<file path="src/rtl/seg_addr_pkg.sv">
package seg_addr_pkg;
  typedef enum logic [2:0] {
    REF_FETCH = 3'd0,
    REF_STACK = 3'd1,
    REF_VAR   = 3'd2,
    REF_SRC   = 3'd3,
    REF_DST   = 3'd4,
    REF_BPB   = 3'd5
  } ref_kind_e;

  typedef enum logic [1:0] {
    SEG_ES = 2'd0,
    SEG_CS = 2'd1,
    SEG_SS = 2'd2,
    SEG_DS = 2'd3
  } seg_e;

  localparam int NUM_SEG = 4;
  localparam int NUM_PTR = 4;
  localparam int PTR_IP  = 0;
  localparam int PTR_SP  = 1;
  localparam int PTR_SI  = 2;
  localparam int PTR_DI  = 3;
endpackage

</file>
<file path="src/rtl/seg_regfile.sv">
module seg_regfile #(
  parameter int W = 16,
  parameter int N = 4
) (
  input  logic                clk_i,
  input  logic                rst_ni,
  input  logic [N-1:0]        we_i,
  input  logic [W-1:0]        wdata_i,
  output logic [N-1:0][W-1:0] seg_q_o
);
  for (genvar i = 0; i < N; i++) begin : g_seg
    always_ff @(posedge clk_i or negedge rst_ni) begin
      if (!rst_ni)      seg_q_o[i] <= '0;
      else if (we_i[i]) seg_q_o[i] <= wdata_i;
    end
  end
endmodule

</file>
<file path="src/rtl/ptr_regs.sv">
module ptr_regs
  import seg_addr_pkg::*;
#(
  parameter int W = 16
) (
  input  logic                      clk_i,
  input  logic                      rst_ni,
  input  logic [NUM_PTR-1:0]        we_i,
  input  logic [W-1:0]              wdata_i,
  input  logic                      step_si_i,
  input  logic                      step_di_i,
  input  logic                      word_i,
  input  logic                      dec_i,
  output logic [NUM_PTR-1:0][W-1:0] ptr_q_o
);
  logic [W-1:0] delta;
  assign delta = word_i ? W'(2) : W'(1);

  for (genvar i = 0; i < NUM_PTR; i++) begin : g_ptr
    logic step;
    if (i == PTR_SI) begin : g_si
      assign step = step_si_i;
    end else if (i == PTR_DI) begin : g_di
      assign step = step_di_i;
    end else begin : g_fixed
      assign step = 1'b0;
    end

    always_ff @(posedge clk_i or negedge rst_ni) begin
      if (!rst_ni)      ptr_q_o[i] <= '0;
      else if (we_i[i]) ptr_q_o[i] <= wdata_i;  // write beats step
      else if (step)    ptr_q_o[i] <= dec_i ? ptr_q_o[i] - delta
                                            : ptr_q_o[i] + delta;
    end
  end
endmodule

</file>
<file path="src/rtl/seg_select.sv">
module seg_select
  import seg_addr_pkg::*;
#(
  parameter int W = 16
) (
  input  logic [2:0]   ref_kind_i,
  input  logic         ovr_req_i,
  input  logic [1:0]   ovr_seg_i,
  input  logic [W-1:0] ea_i,
  input  logic [W-1:0] ip_i,
  input  logic [W-1:0] sp_i,
  input  logic [W-1:0] si_i,
  input  logic [W-1:0] di_i,
  output seg_e         seg_o,
  output logic [W-1:0] ofs_o,
  output logic         bad_o
);
  logic ovr_ok;

  always_comb begin
    seg_o  = SEG_DS;
    ofs_o  = ea_i;
    bad_o  = 1'b0;
    ovr_ok = 1'b0;
    case (ref_kind_e'(ref_kind_i))
      REF_FETCH: begin seg_o = SEG_CS; ofs_o = ip_i; bad_o = ovr_req_i; end
      REF_STACK: begin seg_o = SEG_SS; ofs_o = sp_i; bad_o = ovr_req_i; end
      REF_DST:   begin seg_o = SEG_ES; ofs_o = di_i; bad_o = ovr_req_i; end
      REF_SRC:   begin seg_o = SEG_DS; ofs_o = si_i; ovr_ok = 1'b1; end
      REF_BPB:   begin seg_o = SEG_SS; ofs_o = ea_i; ovr_ok = 1'b1; end
      default:   begin seg_o = SEG_DS; ofs_o = ea_i; ovr_ok = 1'b1; end
    endcase
    if (ovr_ok && ovr_req_i) seg_o = seg_e'(ovr_seg_i);
  end
endmodule

</file>
<file path="src/rtl/addr_adder.sv">
module addr_adder #(
  parameter int SEG_W = 16,
  parameter int OFS_W = 16,
  parameter int SHIFT = 4,
  localparam int ADDR_W = SEG_W + SHIFT
) (
  input  logic [SEG_W-1:0]  seg_i,
  input  logic [OFS_W-1:0]  ofs_i,
  output logic [ADDR_W-1:0] addr_o
);
  assign addr_o = {seg_i, {SHIFT{1'b0}}} + ADDR_W'(ofs_i);
endmodule

</file>
<file path="src/rtl/seg_addr_gen.sv">
module seg_addr_gen
  import seg_addr_pkg::*;
#(
  parameter int SEG_W = 16,
  parameter int OFS_W = 16,
  parameter int SHIFT = 4,
  localparam int ADDR_W = SEG_W + SHIFT,
  localparam int DATA_W = (SEG_W > OFS_W) ? SEG_W : OFS_W
) (
  input  logic              clk_i,
  input  logic              rst_ni,
  input  logic              wr_en_i,
  input  logic [2:0]        wr_sel_i,
  input  logic [DATA_W-1:0] wr_data_i,
  input  logic [2:0]        ref_kind_i,
  input  logic              ovr_req_i,
  input  logic [1:0]        ovr_seg_i,
  input  logic [OFS_W-1:0]  ea_i,
  input  logic              step_si_i,
  input  logic              step_di_i,
  input  logic              word_i,
  input  logic              dec_i,
  output logic [ADDR_W-1:0] phys_addr_o,
  output logic [1:0]        seg_used_o,
  output logic              bad_ovr_o
);
  logic [NUM_SEG-1:0]             seg_we;
  logic [NUM_PTR-1:0]             ptr_we;
  logic [NUM_SEG-1:0][SEG_W-1:0]  seg_q;
  logic [NUM_PTR-1:0][OFS_W-1:0]  ptr_q;
  seg_e                           seg_sel;
  logic [OFS_W-1:0]               ofs_sel;

  // select codes: segments 0..3, pointers 4..7
  for (genvar i = 0; i < NUM_SEG; i++) begin : g_seg_we
    assign seg_we[i] = wr_en_i && (wr_sel_i == 3'(i));
  end
  for (genvar i = 0; i < NUM_PTR; i++) begin : g_ptr_we
    assign ptr_we[i] = wr_en_i && (wr_sel_i == 3'(i + NUM_SEG));
  end

  seg_regfile #(.W(SEG_W), .N(NUM_SEG)) u_segs (
    .clk_i   (clk_i),
    .rst_ni  (rst_ni),
    .we_i    (seg_we),
    .wdata_i (wr_data_i[SEG_W-1:0]),
    .seg_q_o (seg_q)
  );

  ptr_regs #(.W(OFS_W)) u_ptrs (
    .clk_i     (clk_i),
    .rst_ni    (rst_ni),
    .we_i      (ptr_we),
    .wdata_i   (wr_data_i[OFS_W-1:0]),
    .step_si_i (step_si_i),
    .step_di_i (step_di_i),
    .word_i    (word_i),
    .dec_i     (dec_i),
    .ptr_q_o   (ptr_q)
  );

  seg_select #(.W(OFS_W)) u_sel (
    .ref_kind_i (ref_kind_i),
    .ovr_req_i  (ovr_req_i),
    .ovr_seg_i  (ovr_seg_i),
    .ea_i       (ea_i),
    .ip_i       (ptr_q[PTR_IP]),
    .sp_i       (ptr_q[PTR_SP]),
    .si_i       (ptr_q[PTR_SI]),
    .di_i       (ptr_q[PTR_DI]),
    .seg_o      (seg_sel),
    .ofs_o      (ofs_sel),
    .bad_o      (bad_ovr_o)
  );

  addr_adder #(.SEG_W(SEG_W), .OFS_W(OFS_W), .SHIFT(SHIFT)) u_add (
    .seg_i  (seg_q[seg_sel]),
    .ofs_i  (ofs_sel),
    .addr_o (phys_addr_o)
  );

  assign seg_used_o = seg_sel;
endmodule

</file>
<file path="config.mk">
export PLATFORM = sky130hd
export DESIGN_NAME = seg_addr_gen
export DESIGN_NICKNAME = d
export VERILOG_FILES = /design/src/rtl/seg_addr_pkg.sv /design/src/rtl/seg_regfile.sv /design/src/rtl/ptr_regs.sv /design/src/rtl/seg_select.sv /design/src/rtl/addr_adder.sv /design/src/rtl/seg_addr_gen.sv
export SDC_FILE = /design/constraint.sdc
export NUM_CORES = 1
export LEC_CHECK = 0
export CAP_MARGIN = 20
export CORE_MARGIN = 1.5
export CORE_UTILIZATION = 35
export CTS_CLUSTER_DIAMETER = 120
export DETAILED_ROUTE_END_ITERATION = 8
export GPL_TIMING_DRIVEN = 0
export HOLD_SLACK_MARGIN = 0.03
export PLACE_DENSITY = 0.56
export SYNTH_ARGS = -nofsm -noshare
export SYNTH_HDL_FRONTEND = slang
export SYNTH_SLANG_ARGS = --single-unit
</file>
<file path="constraint.sdc">
create_clock -name clk_i -period 9.3 [get_ports clk_i]
set_input_delay 1.86 -clock clk_i [delete_from_list [all_inputs] [get_ports clk_i]]
set_output_delay 1.86 -clock clk_i [all_outputs]
set_load 0.005 [all_outputs]
</file>
==> results of run 1 <==
-- worst max-delay path: stages --
cell             delay (ns)
clkdlybuf4s50_1        0.56
inv_1                  0.13
o32ai_4                0.41
buf_6                  0.22
clkbuf_1               0.50
nand2_1                0.11
a31oi_1                0.19
ha_1                   0.20
inv_1                  0.06
fa_1                   0.41
nor2b_1                0.13
o21a_1                 0.11
nor2_1                 0.06
o21bai_1               0.17
a31oi_1                0.17
o21a_1                 0.25
a211oi_2               0.25
xnor2_1                0.14
clkdlybuf4s50_1        0.52
-- sequential cells by signal, summed over array words and instances, names as in the netlist --
name and flops:
u_ptrs.ptr_q_o 64, u_segs.seg_q_o 64
-- synthesized netlist by cell type (4+ instances only) --
cell type / count
dfrtp_1: 128
o21ai_0: 52
nor2b_1: 5
xnor2_1: 22
and3_1: 13
nor3_1: 10
a221oi_1: 11
a211oi_1: 14
clkbuf_1: 30
inv_1: 23
mux2_2: 97
o21bai_1: 5
a21o_1: 16
nand3_1: 7
o21a_1: 6
mux2i_1: 47
or3_1: 4
o211ai_1: 7
a21oi_1: 36
o21ai_1: 8
buf_2: 8
xor2_1: 12
a311o_1: 4
a31oi_1: 20
and2_1: 5
nor2_1: 47
ha_1: 42
nand2_1: 116
nand2b_1: 8
-- per-stage QoR --
step	utilization	instances	setup WS, ns	area, µm²
floorplan	-	859	2.618	8391
global placement	0.4022	1243	0.9286	9440
detailed placement	0.4048	1246	0.9376	9502
CTS	0.4282	1276	0.9401	10050
global route	0.4282	1276	0.6321	10050
finish	0.4282	1276	0.9926	10050
-- cell usage in the layout, fill, tap and decap left out, types with 9 or more instances in the layout --
| cell | synthesis | final |
|---|---|---|
| clkdlybuf4s50_1 | 0 | 64 |
| mux2i_1 | 47 | 47 |
| clkbuf_1 | 30 | 33 |
| o21ai_0 | 52 | 52 |
| nor2_1 | 47 | 47 |
| a211oi_1 | 14 | 14 |
| and3_1 | 13 | 13 |
| nor3_1 | 10 | 10 |
| clkbuf_16 | 0 | 17 |
| xor2_1 | 12 | 12 |
| a21oi_1 | 36 | 36 |
| dfrtp_1 | 128 | 128 |
| a31oi_1 | 20 | 20 |
| a221oi_1 | 11 | 11 |
| buf_2 | 8 | 9 |
| ha_1 | 42 | 42 |
| nand2_1 | 116 | 116 |
| inv_1 | 23 | 23 |
| mux2_2 | 97 | 97 |
| a21o_1 | 16 | 16 |
| xnor2_1 | 22 | 22 |
-- cell families (layout without fill, tap and decap cells) --
family | Yosys count | after routing | share of synthesized area
fa+ha+maj | 45 | 45 | 0.06979
buf+inv | 68 | 166 | 0.03340
simple gates | 236 | 236 | 0.1285
flops | 128 | 128 | 0.3817
compound gates | 203 | 203 | 0.1631
mux | 145 | 145 | 0.1879
xor+xnor | 34 | 34 | 0.03549
-- final cells by class --
cell class,count,area (µm²)
buffer,44,190.2
clock buffer,24,491.7
clock inverter,6,57.56
fill,2355,13420
inverter,24,90.09
multi-input combinational,663,4907
sequential,128,3203
tap,319,399.1
timing repair buffer,68,711.9
-- power groups by stage --
stage / logic, mW / registers, mW / clock network [mW]
final: 1.17 / 0.855 / 0.637
after global routing: 1.31 / 0.873 / 0.676
after CTS: 1.17 / 0.853 / 0.646
after detailed placement: 1.16 / 0.862 / 0
after global placement: 1.15 / 0.858 / 0
after floorplan: 0.841 / 0.806 / 0
-- worst paths after layout --
check / slack (ns) / from / depth (start not counted) / endpoint
max: 0.99 / ovr_req_i / 19 / phys_addr_o[18]
min: 0.50 / u_ptrs.ptr_q_o[30]$_DFFE_PN0P_ / 1 / u_ptrs.ptr_q_o[30]$_DFFE_PN0P_
max reg2reg: 6.45 / u_ptrs.ptr_q_o[32]$_DFFE_PN0P_ / 12 / u_ptrs.ptr_q_o[46]$_DFFE_PN0P_
min reg2reg: 0.50 / u_ptrs.ptr_q_o[30]$_DFFE_PN0P_ / 1 / u_ptrs.ptr_q_o[30]$_DFFE_PN0P_
max in group asynchronous: 7.17 / rst_ni / 2 / u_ptrs.ptr_q_o[34]$_DFFE_PN0P_
min in group asynchronous: 1.33 / rst_ni / 1 / u_segs.seg_q_o[56]$_DFFE_PN0P_
-- routing by layer --
metal,wire (µm),part of all wire,vias to the layer above,global-route usage
met5,0,0,-,0
met4,597,0.024,0,0.07143
met3,904,0.036,38,0.03586
met2,11360,0.45,150,0.3294
met1,12330,0.49,3317,0.2972
li1,-,-,3283,-
==> results.py, run 1 <==
metrics = {
    "outcome": {
        "status": "complete, no violations",
    },
    "timing": {
        "hold_ws_ns": 0.5032,
        "maxSlewHeadroom": 0.4163,
        "worst_pin_slew_ns": 0.8724,
        "finalCritPeriodShare": 0.8933,
        "rsz0062_at_grt": "no",
        "fin_skew_ns": 0.003484,
        "tns_ns": 0,
        "period_needed_ns": 8.307,
        "fmax_mhz": 120.4,
        "setup_viol": 0,
        "finalMaxSlewViolations": 0,
        "finalHoldViolations": 0,
    },
    "global_routing": {
        "grt_max_degree": 93,
        "grt-ovfl-total": 0,
        "grt_pass1_vias": 6626,
        "grt_pass1_wl_mm": 38.70,
        "track_usage": 0.2119,
        "antenna_found_initial": 0,
    },
    "synthesis": {
        "yosysTopAreaCell": "dfrtp_1",
        "yosysSeqAreaShare": 0.3817,
        "synth-warning-count": 0,
        "synthCells": 859,
        "synth_area_um2": 8391,
        "synth.avg_cell_area_um2": 9.768,
        "async_flop_share": 1.000,
        "synth_ff_type": "dfrtp_1",
        "yosys-top-cells-area": "dfrtp_1 38%, mux2_2 13%, ha_1 6.3%",
        "synth-seq-cells": 128,
        "synth-edff-count": 0,
        "syn_nets": 952,
        "synth_top_area_share": 0.3817,
        "ys_types": 64,
    },
    "drt": {
        "finalWirelength_mm": 25.20,
        "viasPerCell": 5.320,
        "routedWlPerCell_um": 19.75,
        "dr.first_iter.drc_count": 451,
        "via_count": 6788,
        "drc_errors": 0,
        "ant_nets": 0,
        "first_pass_iters": 5,
    },
    "cts": {
        "path_clk_slew_ns": 0.06,
        "cts_htree_levels": 4,
        "root_buffer": "clkbuf_16",
        "cts_tree": "yes",
        "cts_setup_buffers": 0,
        "cts_buffer_depth": 2,
        "clk_latency_ns": 0.42,
        "postCtsHoldBufs": 0,
        "cts_resized": 0,
        "cts_made_buffers": 17,
        "clkSinkCount": 128,
    },
    "power": {
        "clkPwrFrac": 0.239,
        "power_mw": 2.664,
        "pwr-share-comb": 0.440,
        "powerDensity_nw_per_um2": 265.1,
        "seqPwrFrac": 0.321,
        "peakVddDrop_uv": 156.2,
        "power.switching_mw": 0.9728,
        "p_sw_frac": 0.3651,
        "internal_power_mw": 1.692,
        "p_leak_nw": 4.311,
    },
    "critical_path": {
        "cp_max_fo": 10,
        "critical_path_required_ns": 7.44,
        "crit_path_start_kind": "input pin",
        "crit_path_end_kind": "output port",
        "path_class": "in -> out",
        "crit_arrival_ns": 6.45,
    },
    "floorplanning": {
        "initial_core_util": 0.3575,
        "boundaryPins": 71,
        "die_w_um": 157.8,
        "die_h_um": 157.8,
        "rows": 56,
        "core_area_um2": 23470,
        "die_area_um2": 24910,
    },
    "final_layout": {
        "diodes": 0,
        "nets": 1039,
        "drive_gt1_frac": 0.1641,
        "synthToLayoutAreaGrowth_pct": 19.79,
    },
    "placement": {
        "place.gp.congestion": 0.8433,
        "dp_hpwl_mm": 18.76,
        "port_buffers": 65,
    },
    "hold_path": {
        "hp-class": "reg -> reg",
    },
    "flow_run": {
        "drv_cap": 0,
    },
}
(Power assumes the default switching activity.)
==> inputs of run 2 (changes only) <==
--- a/config.mk
+++ b/config.mk
@@ -12,7 +12,8 @@
 export DETAILED_ROUTE_END_ITERATION = 8
 export GPL_TIMING_DRIVEN = 0
 export HOLD_SLACK_MARGIN = 0.03
-export PLACE_DENSITY = 0.56
+export PLACE_DENSITY_LB_ADDON = 0.3
+export SKIP_CTS_REPAIR_TIMING = 1
 export SYNTH_ARGS = -nofsm -noshare
 export SYNTH_HDL_FRONTEND = slang
 export SYNTH_SLANG_ARGS = --single-unit
==> run 2 against run 1 <==
Against the previous run:
- wire length down 2.6%
- sequential share of layout area fell by 0.10 points
- fmax down 0.87%
- flip-flop and latch count stayed put
- count of clock-buffer cells in the layout did not move
- highest routed layer unchanged
==> results.py, run 2 (synthesis results as in run 1) <==
metrics = {
    "critical_path": {
        "critical_path_required_ns": 7.44,
        "crit_arrival_ns": 6.52,
        "crit_path_start_kind": "input pin",
        "crit_path_end_kind": "output port",
        "path_class": "in -> out",
        "cp_max_fo": 10,
    },
    "cts": {
        "root_buffer": "clkbuf_16",
        "cts_tree": "yes",
        "cts_htree_levels": 4,
        "path_clk_slew_ns": 0.05,
        "cts_made_buffers": 17,
        "cts_buffer_depth": 2,
        "clkSinkCount": 128,
        "clk_latency_ns": 0.42,
    },
    "drt": {
        "finalWirelength_mm": 24.55,
        "drc_errors": 0,
        "viasPerCell": 5.380,
        "first_pass_iters": 5,
        "wl_met3_mm": 1.143,
        "routedWlPerCell_um": 19.24,
        "via_count": 6865,
        "met2_length_mm": 11.39,
        "ant_nets": 0,
        "met1_length_mm": 11.63,
        "dr.first_iter.drc_count": 515,
        "highest_layer": "met4",
    },
    "power": {
        "peakVddDrop_uv": 124.0,
        "p_leak_nw": 4.331,
        "internal_power_mw": 1.727,
        "p_sw_frac": 0.3588,
        "clkPwrFrac": 0.246,
        "pwr-share-comb": 0.435,
        "seqPwrFrac": 0.319,
        "power_mw": 2.693,
        "powerDensity_nw_per_um2": 267.0,
        "power.switching_mw": 0.9662,
    },
    "flow_run": {
        "drv_cap": 0,
    },
    "floorplanning": {
        "rows": 56,
        "boundaryPins": 71,
        "die_w_um": 157.8,
        "die_area_um2": 24910,
        "core_area_um2": 23470,
        "initial_core_util": 0.3575,
        "die_h_um": 157.8,
    },
    "global_routing": {
        "antenna_found_initial": 0,
        "grt_pass1_wl_mm": 38.27,
        "grt_pass1_vias": 6653,
        "track_usage": 0.2062,
        "grt-ovfl-total": 0,
        "grt_max_degree": 88,
    },
    "final_layout": {
        "drive_gt1_frac": 0.1651,
        "top_regs": "u_ptrs.ptr_q_o (64), u_segs.seg_q_o (64)",
        "diodes": 0,
        "final_common_cell": "dfrtp_1",
        "final_util": 0.4296,
        "synthToLayoutAreaGrowth_pct": 20.18,
        "layout_common_cells": "128 x dfrtp_1, 116 x nand2_1, 97 x mux2_2, 64 x clkdlybuf4s50_1, 52 x o21ai_0",
        "nets": 1039,
        "fillers": 2322,
    },
    "placement": {
        "place.gp.congestion": 0.8781,
        "pre_cts_slack_ns": 0.9554,
        "dp_hpwl_mm": 18.48,
        "port_buffers": 65,
    },
    "hold_path": {
        "hp-class": "reg -> reg",
    },
    "timing": {
        "period_needed_ns": 8.380,
        "worst_pin_slew_ns": 0.8450,
        "tns_ns": 0,
        "finalHoldViolations": 0,
        "maxSlewHeadroom": 0.4346,
        "worst_slack_ns": 0.9200,
        "fin_skew_ns": 0.005113,
        "finalMaxSlewViolations": 0,
        "finalCritPeriodShare": 0.9011,
        "rsz0062_at_grt": "no",
        "hold_ws_ns": 0.5042,
        "setup_viol": 0,
        "fmax_mhz": 119.3,
    },
    "outcome": {
        "status": "complete, no violations",
    },
}
run 2: changes by cell type in the layout (fill, tap and decap cells not counted), sizes merged:
cell	change
clkinvlp	-1
bufinv	+1
run 2: power groups by stage:
stage          logic [mW]  registers (mW)  clock network [mW]
5_1_grt              1.30           0.876               0.695
3_3_place_gp         1.14           0.859                   0
4_1_cts              1.17           0.855               0.671
2_1_floorplan       0.841           0.806                   0
6_report             1.17           0.858               0.662
3_5_place_dp         1.16           0.863                   0
run 2: layout make-up:
type	count	area, µm²	share of cell area
Clock buffer	24	501.7	0.04976
Buffer	44	190.2	0.01886
Clock inverter	6	80.08	0.007941
Inverter	24	90.09	0.008934
Multi-Input combinational cell	663	4907	0.4867
Tap cell	319	399.1	0.03958
Timing Repair Buffer	68	711.9	0.07060
Sequential cell	128	3203	0.3177
run 2: metrics by stage:
step	cell area [µm²]	instances
floorplan	8391	859
global placement	9440	1243
detailed placement	9502	1246
CTS	10080	1276
global route	10080	1276
finish	10080	1276
run 2: worst max-delay path, cell delays in order:
cell             delay (ns)
clkdlybuf4s50_1        0.58
inv_1                  0.12
o32ai_4                0.40
buf_6                  0.22
clkbuf_1               0.52
nand2_1                0.11
a31oi_1                0.19
ha_1                   0.19
inv_1                  0.05
fa_1                   0.40
nor2b_1                0.14
o21a_1                 0.12
nor2_1                 0.06
o21bai_1               0.18
a31oi_1                0.17
o21a_1                 0.24
a211oi_2               0.24
xnor2_1                0.16
clkdlybuf4s50_1        0.53
run 2: routing by layer:
metal,GRT usage,up-vias
met2,0.3279,158
met3,0.03477,25
met1,0.2860,3398
met5,0,-
met4,0.06199,0
li1,-,3284
run 2: worst paths after layout:
| kind | startpoint | to | slack (ns) | cells past startpoint |
|---|---|---|---|---|
| worst max-delay path | ovr_req_i | phys_addr_o[18] | 0.92 | 19 |
| worst min-delay path | u_segs.seg_q_o[58]$_DFFE_PN0P_ | u_segs.seg_q_o[58]$_DFFE_PN0P_ | 0.50 | 1 |
| worst max register to register | u_ptrs.ptr_q_o[32]$_DFFE_PN0P_ | u_ptrs.ptr_q_o[46]$_DFFE_PN0P_ | 6.40 | 12 |
| worst min register to register | u_segs.seg_q_o[58]$_DFFE_PN0P_ | u_segs.seg_q_o[58]$_DFFE_PN0P_ | 0.50 | 1 |
| max in group asynchronous | rst_ni | u_ptrs.ptr_q_o[60]$_DFFE_PN0P_ | 7.15 | 2 |
| min in group asynchronous | rst_ni | u_segs.seg_q_o[45]$_DFFE_PN0P_ | 1.36 | 1 |
